**config.mk**
```make
export PLATFORM = sky130hd
export DESIGN_NAME = conv_sequencer
export DESIGN_NICKNAME = d
export VERILOG_FILES = /design/src/rtl/conv_seq_pkg.sv /design/src/rtl/seq_sync_edge.sv /design/src/rtl/seq_run_flag.sv /design/src/rtl/seq_fsm.sv /design/src/rtl/conv_sequencer.sv
export SDC_FILE = /design/constraint.sdc
export NUM_CORES = 1
export LEC_CHECK = 0
export BUFFER_PORTS_ARGS = -buffer_cell sky130_fd_sc_hd__clkbuf_2
export CELL_PAD_IN_SITES_DETAIL_PLACEMENT = 1
export CELL_PAD_IN_SITES_GLOBAL_PLACEMENT = 1
export CORE_ASPECT_RATIO = 1.2
export CORE_MARGIN = 2
export CORE_UTILIZATION = 38
export CTS_CLUSTER_SIZE = 14
export DETAILED_ROUTE_END_ITERATION = 12
export PLACE_DENSITY = 0.89
export REMOVE_ABC_BUFFERS = 1
export SLEW_MARGIN = 0
export SYNTH_ARGS = -nofsm -noshare
export SYNTH_HDL_FRONTEND = slang
export SYNTH_SLANG_ARGS = --single-unit
```
**constraint.sdc**
```tcl
create_clock -name clk -period 3 [get_ports clk]
set_input_delay 0.3 -clock clk [delete_from_list [all_inputs] [get_ports clk]]
set_output_delay 0.3 -clock clk [all_outputs]
set_load 0.02 [all_outputs]
```
**src/rtl/conv_seq_pkg.sv**
```systemverilog
// Shared definitions for the conversion sequencer: control word layout and
// the controller state encoding. Assumes a 9-bit control field per instruction.
package conv_seq_pkg;

    localparam int unsigned CH_W = 3;

    // Control word, packed so bit positions match the instruction store layout:
    // [8] sync, [7:5] negative channel, [4:2] positive channel, [1] pause, [0] loop
    typedef struct packed {
        logic            sync;
        logic [CH_W-1:0] neg;
        logic [CH_W-1:0] pos;
        logic            pause;
        logic            last;
    } ctl_word_t;

    localparam int unsigned CTL_W = $bits(ctl_word_t);

    typedef enum logic [2:0] {
        ST_IDLE       = 3'd0,
        ST_FETCH      = 3'd1,
        ST_WAIT_START = 3'd2,
        ST_ACQUIRE    = 3'd3,
        ST_WAIT_SYNC  = 3'd4,
        ST_CONVERT    = 3'd5,
        ST_NEXT       = 3'd6
    } seq_state_t;

endpackage

```
**src/rtl/seq_sync_edge.sv**
```systemverilog
// Brings an asynchronous pin into the clock domain through a flop chain and
// flags a rising edge of the synchronized level for one cycle.
// Assumes STAGES >= 2.
module seq_sync_edge #(
    parameter int unsigned STAGES = 2
) (
    input  logic clk,
    input  logic rst_n,
    input  logic async_in,
    output logic rise
);

    logic [STAGES-1:0] chain;
    logic              prev;

    // Shift the pin through the synchronizer and keep the last synchronized level.
    always_ff @(posedge clk) begin
        if (!rst_n) begin
            chain <= '0;
            prev  <= 1'b0;
        end else begin
            chain <= {chain[STAGES-2:0], async_in};
            prev  <= chain[STAGES-1];
        end
    end

    assign rise = chain[STAGES-1] & ~prev;

endmodule

```
**src/rtl/seq_run_flag.sv**
```systemverilog
// Holds the run (START) flag. A soft reset or a pause event clears it,
// and so does a host clear; a host set makes it 1. Earlier sources win.
module seq_run_flag (
    input  logic clk,
    input  logic rst_n,
    input  logic soft_rst,
    input  logic pause_clr,
    input  logic clr_req,
    input  logic set_req,
    output logic run_flag
);

    // Update the flag by priority: soft reset, pause, host clear, host set.
    always_ff @(posedge clk) begin
        if (!rst_n)         run_flag <= 1'b0;
        else if (soft_rst)  run_flag <= 1'b0;
        else if (pause_clr) run_flag <= 1'b0;
        else if (clr_req)   run_flag <= 1'b0;
        else if (set_req)   run_flag <= 1'b1;
    end

endmodule

```
**src/rtl/seq_fsm.sv**
```systemverilog
// Instruction-stepping controller: reads and latches each control word, then
// sequences acquire, optional sync hold and convert. It also applies the
// loop/wrap rule and the pause rule with first-pass skip.
// Assumes a combinational instruction store read and single-cycle done pulses.
module seq_fsm
    import conv_seq_pkg::*;
#(
    parameter int unsigned NUM_INSTR = 8,
    localparam int unsigned PTR_W    = $clog2(NUM_INSTR)
) (
    input  logic             clk,
    input  logic             rst_n,
    input  logic             soft_rst,
    input  logic             run_flag,
    input  logic [CTL_W-1:0] instr_data,
    input  logic             sync_rise,
    input  logic             acq_done,
    input  logic             conv_done,
    output logic [PTR_W-1:0] instr_addr,
    output ctl_word_t        ctl,
    output seq_state_t       state,
    output logic             pause_now,
    output logic             acq_start,
    output logic             conv_start,
    output logic             pause_irq,
    output logic             busy
);

    localparam logic [PTR_W-1:0] LAST_IDX = PTR_W'(NUM_INSTR - 1);

    logic [PTR_W-1:0] ptr;
    logic             skip_pause;

    // A pause takes effect only when running, flagged, and not exempted.
    assign pause_now = (state == ST_WAIT_START) && run_flag && ctl.pause
                       && !skip_pause && !soft_rst;

    // Main controller: state, instruction pointer, latched word and pulses.
    always_ff @(posedge clk) begin
        if (!rst_n) begin
            state      <= ST_IDLE;
            ptr        <= '0;
            ctl        <= '0;
            skip_pause <= 1'b1;
            acq_start  <= 1'b0;
            conv_start <= 1'b0;
            pause_irq  <= 1'b0;
        end else begin
            acq_start  <= 1'b0;
            conv_start <= 1'b0;
            pause_irq  <= 1'b0;
            if (soft_rst) begin
                state <= ST_IDLE;
            end else begin
                unique case (state)
                    ST_IDLE: begin
                        ptr        <= '0;
                        skip_pause <= 1'b1;
                        state      <= ST_FETCH;
                    end
                    ST_FETCH: begin
                        ctl   <= ctl_word_t'(instr_data);
                        state <= ST_WAIT_START;
                    end
                    ST_WAIT_START: begin
                        if (pause_now) begin
                            pause_irq  <= 1'b1;
                            skip_pause <= 1'b1;
                        end else if (run_flag) begin
                            skip_pause <= 1'b0;
                            acq_start  <= 1'b1;
                            state      <= ST_ACQUIRE;
                        end
                    end
                    ST_ACQUIRE: begin
                        if (acq_done) begin
                            if (ctl.sync) begin
                                state <= ST_WAIT_SYNC;
                            end else begin
                                conv_start <= 1'b1;
                                state      <= ST_CONVERT;
                            end
                        end
                    end
                    ST_WAIT_SYNC: begin
                        if (sync_rise) begin
                            conv_start <= 1'b1;
                            state      <= ST_CONVERT;
                        end
                    end
                    ST_CONVERT: begin
                        if (conv_done) state <= ST_NEXT;
                    end
                    ST_NEXT: begin
                        ptr   <= (ctl.last || ptr == LAST_IDX) ? '0 : PTR_W'(ptr + 1'b1);
                        state <= ST_FETCH;
                    end
                    default: state <= ST_IDLE;
                endcase
            end
        end
    end

    // Running status: executing, or reading the next word of a running pass.
    always_comb begin
        unique case (state)
            ST_ACQUIRE, ST_WAIT_SYNC, ST_CONVERT, ST_NEXT: busy = 1'b1;
            ST_FETCH:                                       busy = !skip_pause;
            default:                                        busy = 1'b0;
        endcase
    end

    assign instr_addr = ptr;

endmodule

```
**src/rtl/conv_sequencer.sv**
```systemverilog
// Top of the conversion instruction sequencer: joins the run flag, the sync
// edge detector and the stepping controller, and exposes channel codes.
// Assumes host pulses are synchronous to clk; only sync_pin is asynchronous.
module conv_sequencer
    import conv_seq_pkg::*;
#(
    parameter int unsigned NUM_INSTR   = 8,
    parameter int unsigned SYNC_STAGES = 2,
    localparam int unsigned PTR_W      = $clog2(NUM_INSTR)
) (
    input  logic             clk,
    input  logic             rst_n,
    input  logic             start_set,
    input  logic             start_clr,
    input  logic             soft_rst,
    output logic             start_flag,
    output logic             busy,
    output logic [PTR_W-1:0] instr_addr,
    input  logic [CTL_W-1:0] instr_data,
    input  logic             sync_pin,
    output logic             acq_start,
    input  logic             acq_done,
    output logic             conv_start,
    input  logic             conv_done,
    output logic [CH_W-1:0]  pos_ch,
    output logic [CH_W-1:0]  neg_ch,
    output logic             neg_gnd,
    output logic             pause_irq
);

    logic       sync_rise;
    logic       pause_now;
    ctl_word_t  ctl;
    seq_state_t state;

    seq_sync_edge #(.STAGES(SYNC_STAGES)) u_sync (
        .clk      (clk),
        .rst_n    (rst_n),
        .async_in (sync_pin),
        .rise     (sync_rise)
    );

    seq_run_flag u_run (
        .clk       (clk),
        .rst_n     (rst_n),
        .soft_rst  (soft_rst),
        .pause_clr (pause_now),
        .clr_req   (start_clr),
        .set_req   (start_set),
        .run_flag  (start_flag)
    );

    seq_fsm #(.NUM_INSTR(NUM_INSTR)) u_fsm (
        .clk        (clk),
        .rst_n      (rst_n),
        .soft_rst   (soft_rst),
        .run_flag   (start_flag),
        .instr_data (instr_data),
        .sync_rise  (sync_rise),
        .acq_done   (acq_done),
        .conv_done  (conv_done),
        .instr_addr (instr_addr),
        .ctl        (ctl),
        .state      (state),
        .pause_now  (pause_now),
        .acq_start  (acq_start),
        .conv_start (conv_start),
        .pause_irq  (pause_irq),
        .busy       (busy)
    );

    assign pos_ch  = ctl.pos;
    assign neg_ch  = ctl.neg;
    assign neg_gnd = (ctl.neg == '0);

endmodule

```
Word level (Yosys, flattened, before mapping)
Cells that the tools add are included.

Bits in registers: 23. Bits in latches: 0. Bits in writable memories: 0. Memory bits (read-only): 0. Input bits: 17. Output and inout bits: 15. Logic and storage cells: 73. Memories kept: 0.

Add/sub/neg operators: 1. Multiply operators: 0. Div/mod/pow operators: 0. $lt $le $gt $ge: 0. Equality and inequality tests: 13. Shift operators: 0. Multiplexer cells: 19. Bitwise operators: 5. Reductions and logical operators: 21.

Operators with widths (count): two-way mux 3 bit (6); one-hot mux 3 bit (6 select lines) (1); == test 3 bit (second input constant) (4); OR reduction 4 bit (3); inequality test 2 bit (second input constant) (5); two-way mux 1 bit (8); == test 3 x 2 -> 1 bit (second input constant) (2); zero test 3 bit (2); one-hot mux 1 bit (2 select lines) (3); one-hot mux 3 bit (2 select lines) (1); AND reduction 5 bit (1); logical AND 1 bit (4); inverter 1 bit (4); AND reduction 2 bit (2); nonzero test 2 bit (2); OR reduction 2 bit (2); adder 3 x 1 -> 3 bit (second input constant) (1); == test 3 x 1 -> 1 bit (second input constant) (1); inequality test 3 bit (second input constant) (1); AND reduction 3 bit (1); OR reduction 3 bit (1); zero test 1 bit (2); bitwise AND 1 bit (1); logical OR 1 bit (1).

Depth between registers and ports, before layout
Word-level depth: 7. Mapped depth: 5. Depth with buffers taken out: 5.

Hierarchy
Synthesis repeated with hierarchy kept, for this count alone.

Cells, all modules: 111. Area total of the unflattened synthesis: 1031.0 µm².

Modules (own cells, without submodules): seq_fsm (instances 1, cells each 100, area an instance 885.8 µm², sequential area each 380.4 µm²); seq_sync_edge (instances 1, cells each 7, area an instance 92.6 µm², sequential area each 60.1 µm²); seq_run_flag (instances 1, cells each 3, area an instance 42.5 µm², sequential area each 20.0 µm²); conv_sequencer (instances 1, cells each 1, area an instance 10.0 µm², sequential area each 0.0 µm²).

Worst setup path after synthesis
OpenSTA, ideal clock, no wires.

Path type: register -> output. From: register u_fsm.state[1]. To: output busy. Arrival time: 1.044 ns. Data required time: 2.700 ns. Setup slack: 1.656 ns. Stages on the path, launching flop included: 5. Path buffers: 1. Cell sequence: dfxtp_1 buf_6 nand2b_1 a21oi_1 a31oi_1.

Word-level cells in the longest chain between the ends: 3. Elaborated cells between the ends (all ways): 7. Classes of those cells: eq/ne (5); mux (1); reduce/logical (1).

Ends and longest elaborated chain: start: declaration (line seq_fsm.sv:21) `output seq_state_t state,`; start signal: assignment (line seq_fsm.sv:41) `state <= ST_IDLE;`; start signal: assignment (line seq_fsm.sv:53) `state <= ST_IDLE;`; start signal: assignment (line seq_fsm.sv:59) `state <= ST_FETCH;`; == test 3 x 2 -> 1 bit or == test 3 bit (tied branches) (line seq_fsm.sv:106) `unique case (state)`; OR reduction 4 bit (line seq_fsm.sv:106); one-hot mux 1 bit (2 select lines) (*) (line seq_fsm.sv:106); end: declaration (line conv_sequencer.sv:17) `output logic busy,`.

Every way passes the cells marked *; elsewhere a longest branch is shown, timed or not.

Worst setup path in the final report
Ends and elaborated chain as after synthesis.

==> flow_metrics.py <==
metrics = {
    "detailed_routing": {
        "num_vias": 866,
        "route.final.wire_length_mm": 2.188,
        "avgViaCountPerCell": 4.977,
        "dr.first_iter.drc_count": 7,
        "drc": 0,
        "routedWlPerCell_um": 12.57,
        "drt_pass1_iterations": 4,
        "antenna_left": 0,
    },
    "power_and_ir_drop": {
        "p_seq_share_pct": 62.8,
        "combPwrFrac_pct": 9.7,
        "p_int_uw": 384.3,
        "power.total_uw": 510.9,
        "p_sw_uw": 126.6,
        "power_density_mw_per_mm2": 438.2,
        "leakage_nw": 0.4895,
        "p_clk_share_pct": 27.5,
        "vdd_drop_max_uv": 263.6,
        "p_sw_share_pct": 24.79,
    },
    "timing": {
        "rsz0062_at_grt": "no",
        "fmax_mhz": 548.6,
        "hold_viol_final": 0,
        "fin_tns_setup_ns": 0,
        "setup_viol": 0,
        "post-route-period-util_pct": 60.76,
        "skew_ns": 0.009755,
        "hold_slack_ns": 0.1480,
        "finalWorstSetupSlack_ns": 1.177,
        "worstMarginPinSlew_ns": 0.5203,
        "finalCriticalPeriod_ns": 1.823,
        "slew_violations": 0,
        "slew_headroom_pct": 65.17,
    },
    "critical_path": {
        "crit_path_end_kind": "output port",
        "worstPathCellList": "nand2b_1 -> a21oi_1 -> a31oi_1 -> clkbuf_2",
        "cp_data_arrival_time_ns": 1.52,
        "r2r_start": "u_fsm.state[2]",
        "crit_fanout": 13,
        "crit_path_end": "busy",
        "crit_family": "flip-flops",
        "start_kind": "flop",
        "path_depth": 4,
        "cpPeakStageDelay_ns": 0.64,
        "worstSetupPathType": "flop to output port",
        "worst_ep_required_time_ns": 2.70,
        "r2r_setup_slack_ns": 1.48,
        "worst-path-buf-inv": 1,
        "crit_start": "u_fsm.state[1]",
        "reg2regPathDepth": 3,
        "rr_endpoint": "u_fsm.ctl[1]",
        "crit_slowest_cell": "dfxtp_1",
    },
    "logic_synthesis": {
        "async_flop_share_pct": 0,
        "ys_warn_count": 0,
        "syn_area_per_cell_um2": 8.748,
        "synth_edf_count": 0,
        "synth.distinct_cells": 32,
        "netlist_area_mm2": 0.001023,
        "ys.flop_type": "dfxtp_1",
        "syn_inst": 117,
        "synth_seq_cells": 23,
        "yosysSeqAreaShare_pct": 44.99,
    },
    "cells_and_area": {
        "multi_input_area_um2": 470.5,
        "utilization_pct": 45.69,
        "diodes": 0,
        "nets": 161,
        "final_layout_size_suffix_gt1_share_pct": 27.66,
        "final_common_cell": "clkbuf_2",
        "fin_area_mm2": 0.001166,
        "regArea_um2": 460.4,
        "final_cell_mix": "clkbuf_2 (31), dfxtp_1 (23), nand2_1 (19)",
        "finalNonFillerCells": 174,
        "fill_cells": 340,
        "area_growth_pct": 13.94,
    },
    "clock_tree": {
        "cts_tree": "yes",
        "clock-root-buffer": "clkbuf_4",
        "holdBufCountCts": 0,
        "clkLatencyLatePin_ns": 0.31,
        "clkTransAtPathRegs_ns": 0.13,
        "clockBufferDepth": 2,
        "clock_sinks": 23,
        "cts_setup_buffers": 0,
        "cts_resized": 0,
        "cts.htree.levels": 1,
        "numCtsBuffers": 3,
    },
    "die": {
        "die_area_mm2": 0.003126,
        "initial_utilization_pct": 40.10,
        "core_area_mm2": 0.002552,
        "die_w_um": 51.38,
        "io_pins": 32,
        "rows": 20,
        "die_height_um": 60.85,
    },
    "placement": {
        "io_buffers": 31,
        "dp_slack_ns": 1.472,
        "dpl.cell_count": 170,
        "hpwl_mm": 1.726,
        "placed_area_mm2": 0.001139,
        "gp_congestion": 0.7577,
    },
    "grt": {
        "overflow": 0,
        "grt_pass1_wl_mm": 3.781,
        "antenna_found_initial": 0,
        "track_usage_pct": 16.08,
        "grt_pass1_vias": 859,
        "grt_max_degree": 15,
    },
    "flow_run": {
        "drv_cap": 0,
    },
    "run_status": {
        "status": "finished clean",
    },
    "min_path": {
        "hp-class": "input port to flop",
    },
}
## worst min path at each step
stage	from	endpoint	slack, ns	cells past startpoint
after global placement	u_sync.chain[0]	u_sync.chain[1]	0.42	1
final	start_clr	u_run.run_flag	0.15	2
after CTS	start_clr	u_run.run_flag	0.14	2
after floorplan	start_clr	u_run.run_flag	0.38	1
after global routing	start_clr	u_run.run_flag	0.14	2
after detailed placement	u_sync.chain[0]	u_sync.chain[1]	0.42	1
## cell type report
| class | count | area share (%) |
|---|---|---|
| inverters | 3 | 0.9657 |
| multi-input cells | 80 | 40.34 |
| repair buffers | 31 | 13.30 |
| flip-flops and latches | 23 | 39.48 |
| clock buffers | 3 | 1.931 |
| clock inverters | 1 | 0.4292 |
| well taps | 33 | 3.541 |
## synthesized netlist by cell type, types with 2 or more instances
master | n | share of area, %
and2_1 | 4 | 2.4
a21oi_1 | 14 | 6.8
buf_2 | 2 | 0.98
inv_1 | 3 | 1.1
nand3_1 | 4 | 2.0
ha_1 | 2 | 2.4
dfxtp_1 | 23 | 45
nand2_1 | 19 | 7.0
o21ai_0 | 5 | 2.4
nor2_1 | 6 | 2.2
buf_4 | 6 | 4.4
nand2b_1 | 5 | 3.1
buf_6 | 2 | 2.2
nor3_1 | 4 | 2.0
## cells by family (layout without fill, tap and decap cells)
| family | count (synthesis) | in the layout | share of synthesized area [%] |
|---|---|---|---|
| AO/OA/AOI/OAI | 26 | 26 | 14.79 |
| XOR/XNOR | 1 | 1 | 0.8559 |
| adder cells (fa/ha/maj) | 2 | 2 | 2.445 |
| buffers and inverters | 14 | 38 | 9.046 |
| flip-flops | 23 | 23 | 44.99 |
| AND/OR/NAND/NOR | 51 | 51 | 27.87 |
## metal layers
metal	track usage (%)	wire (µm)	vias to the layer above	share of wire (%)
met4	4.887	10	0	0.46
met2	28.94	1148	24	52
li1	-	-	443	-
met3	3.202	93	2	4.3
met5	0	0	-	0
met1	19.36	936	397	43
## sequential cells by signal, summed over array words and instances (netlist names)
register,cells
u_fsm.acq_start,1
u_fsm.conv_start,1
u_fsm.ctl,9
u_fsm.instr_addr,3
u_fsm.pause_irq,1
u_fsm.skip_pause,1
u_fsm.state,3
u_run.run_flag,1
u_sync.chain,2
u_sync.prev,1
## worst register-to-register path, cell delays in order (launching register included)
cell and delay, ns:
dfxtp_1 0.47, or4b_1 0.74, nand2_1 0.13, a21oi_1 0.07
## power groups by stage
| stage | clock [mW] | sequential [mW] | combinational, mW |
|---|---|---|---|
| CTS | 0.148 | 0.321 | 0.0505 |
| global route | 0.161 | 0.323 | 0.0556 |
| finish | 0.140 | 0.321 | 0.0496 |
| global placement | 0 | 0.327 | 0.0480 |
| detailed placement | 0 | 0.328 | 0.0502 |
| floorplan | 0 | 0.329 | 0.0245 |
Note: power is estimated with default switching activity, not from simulation.
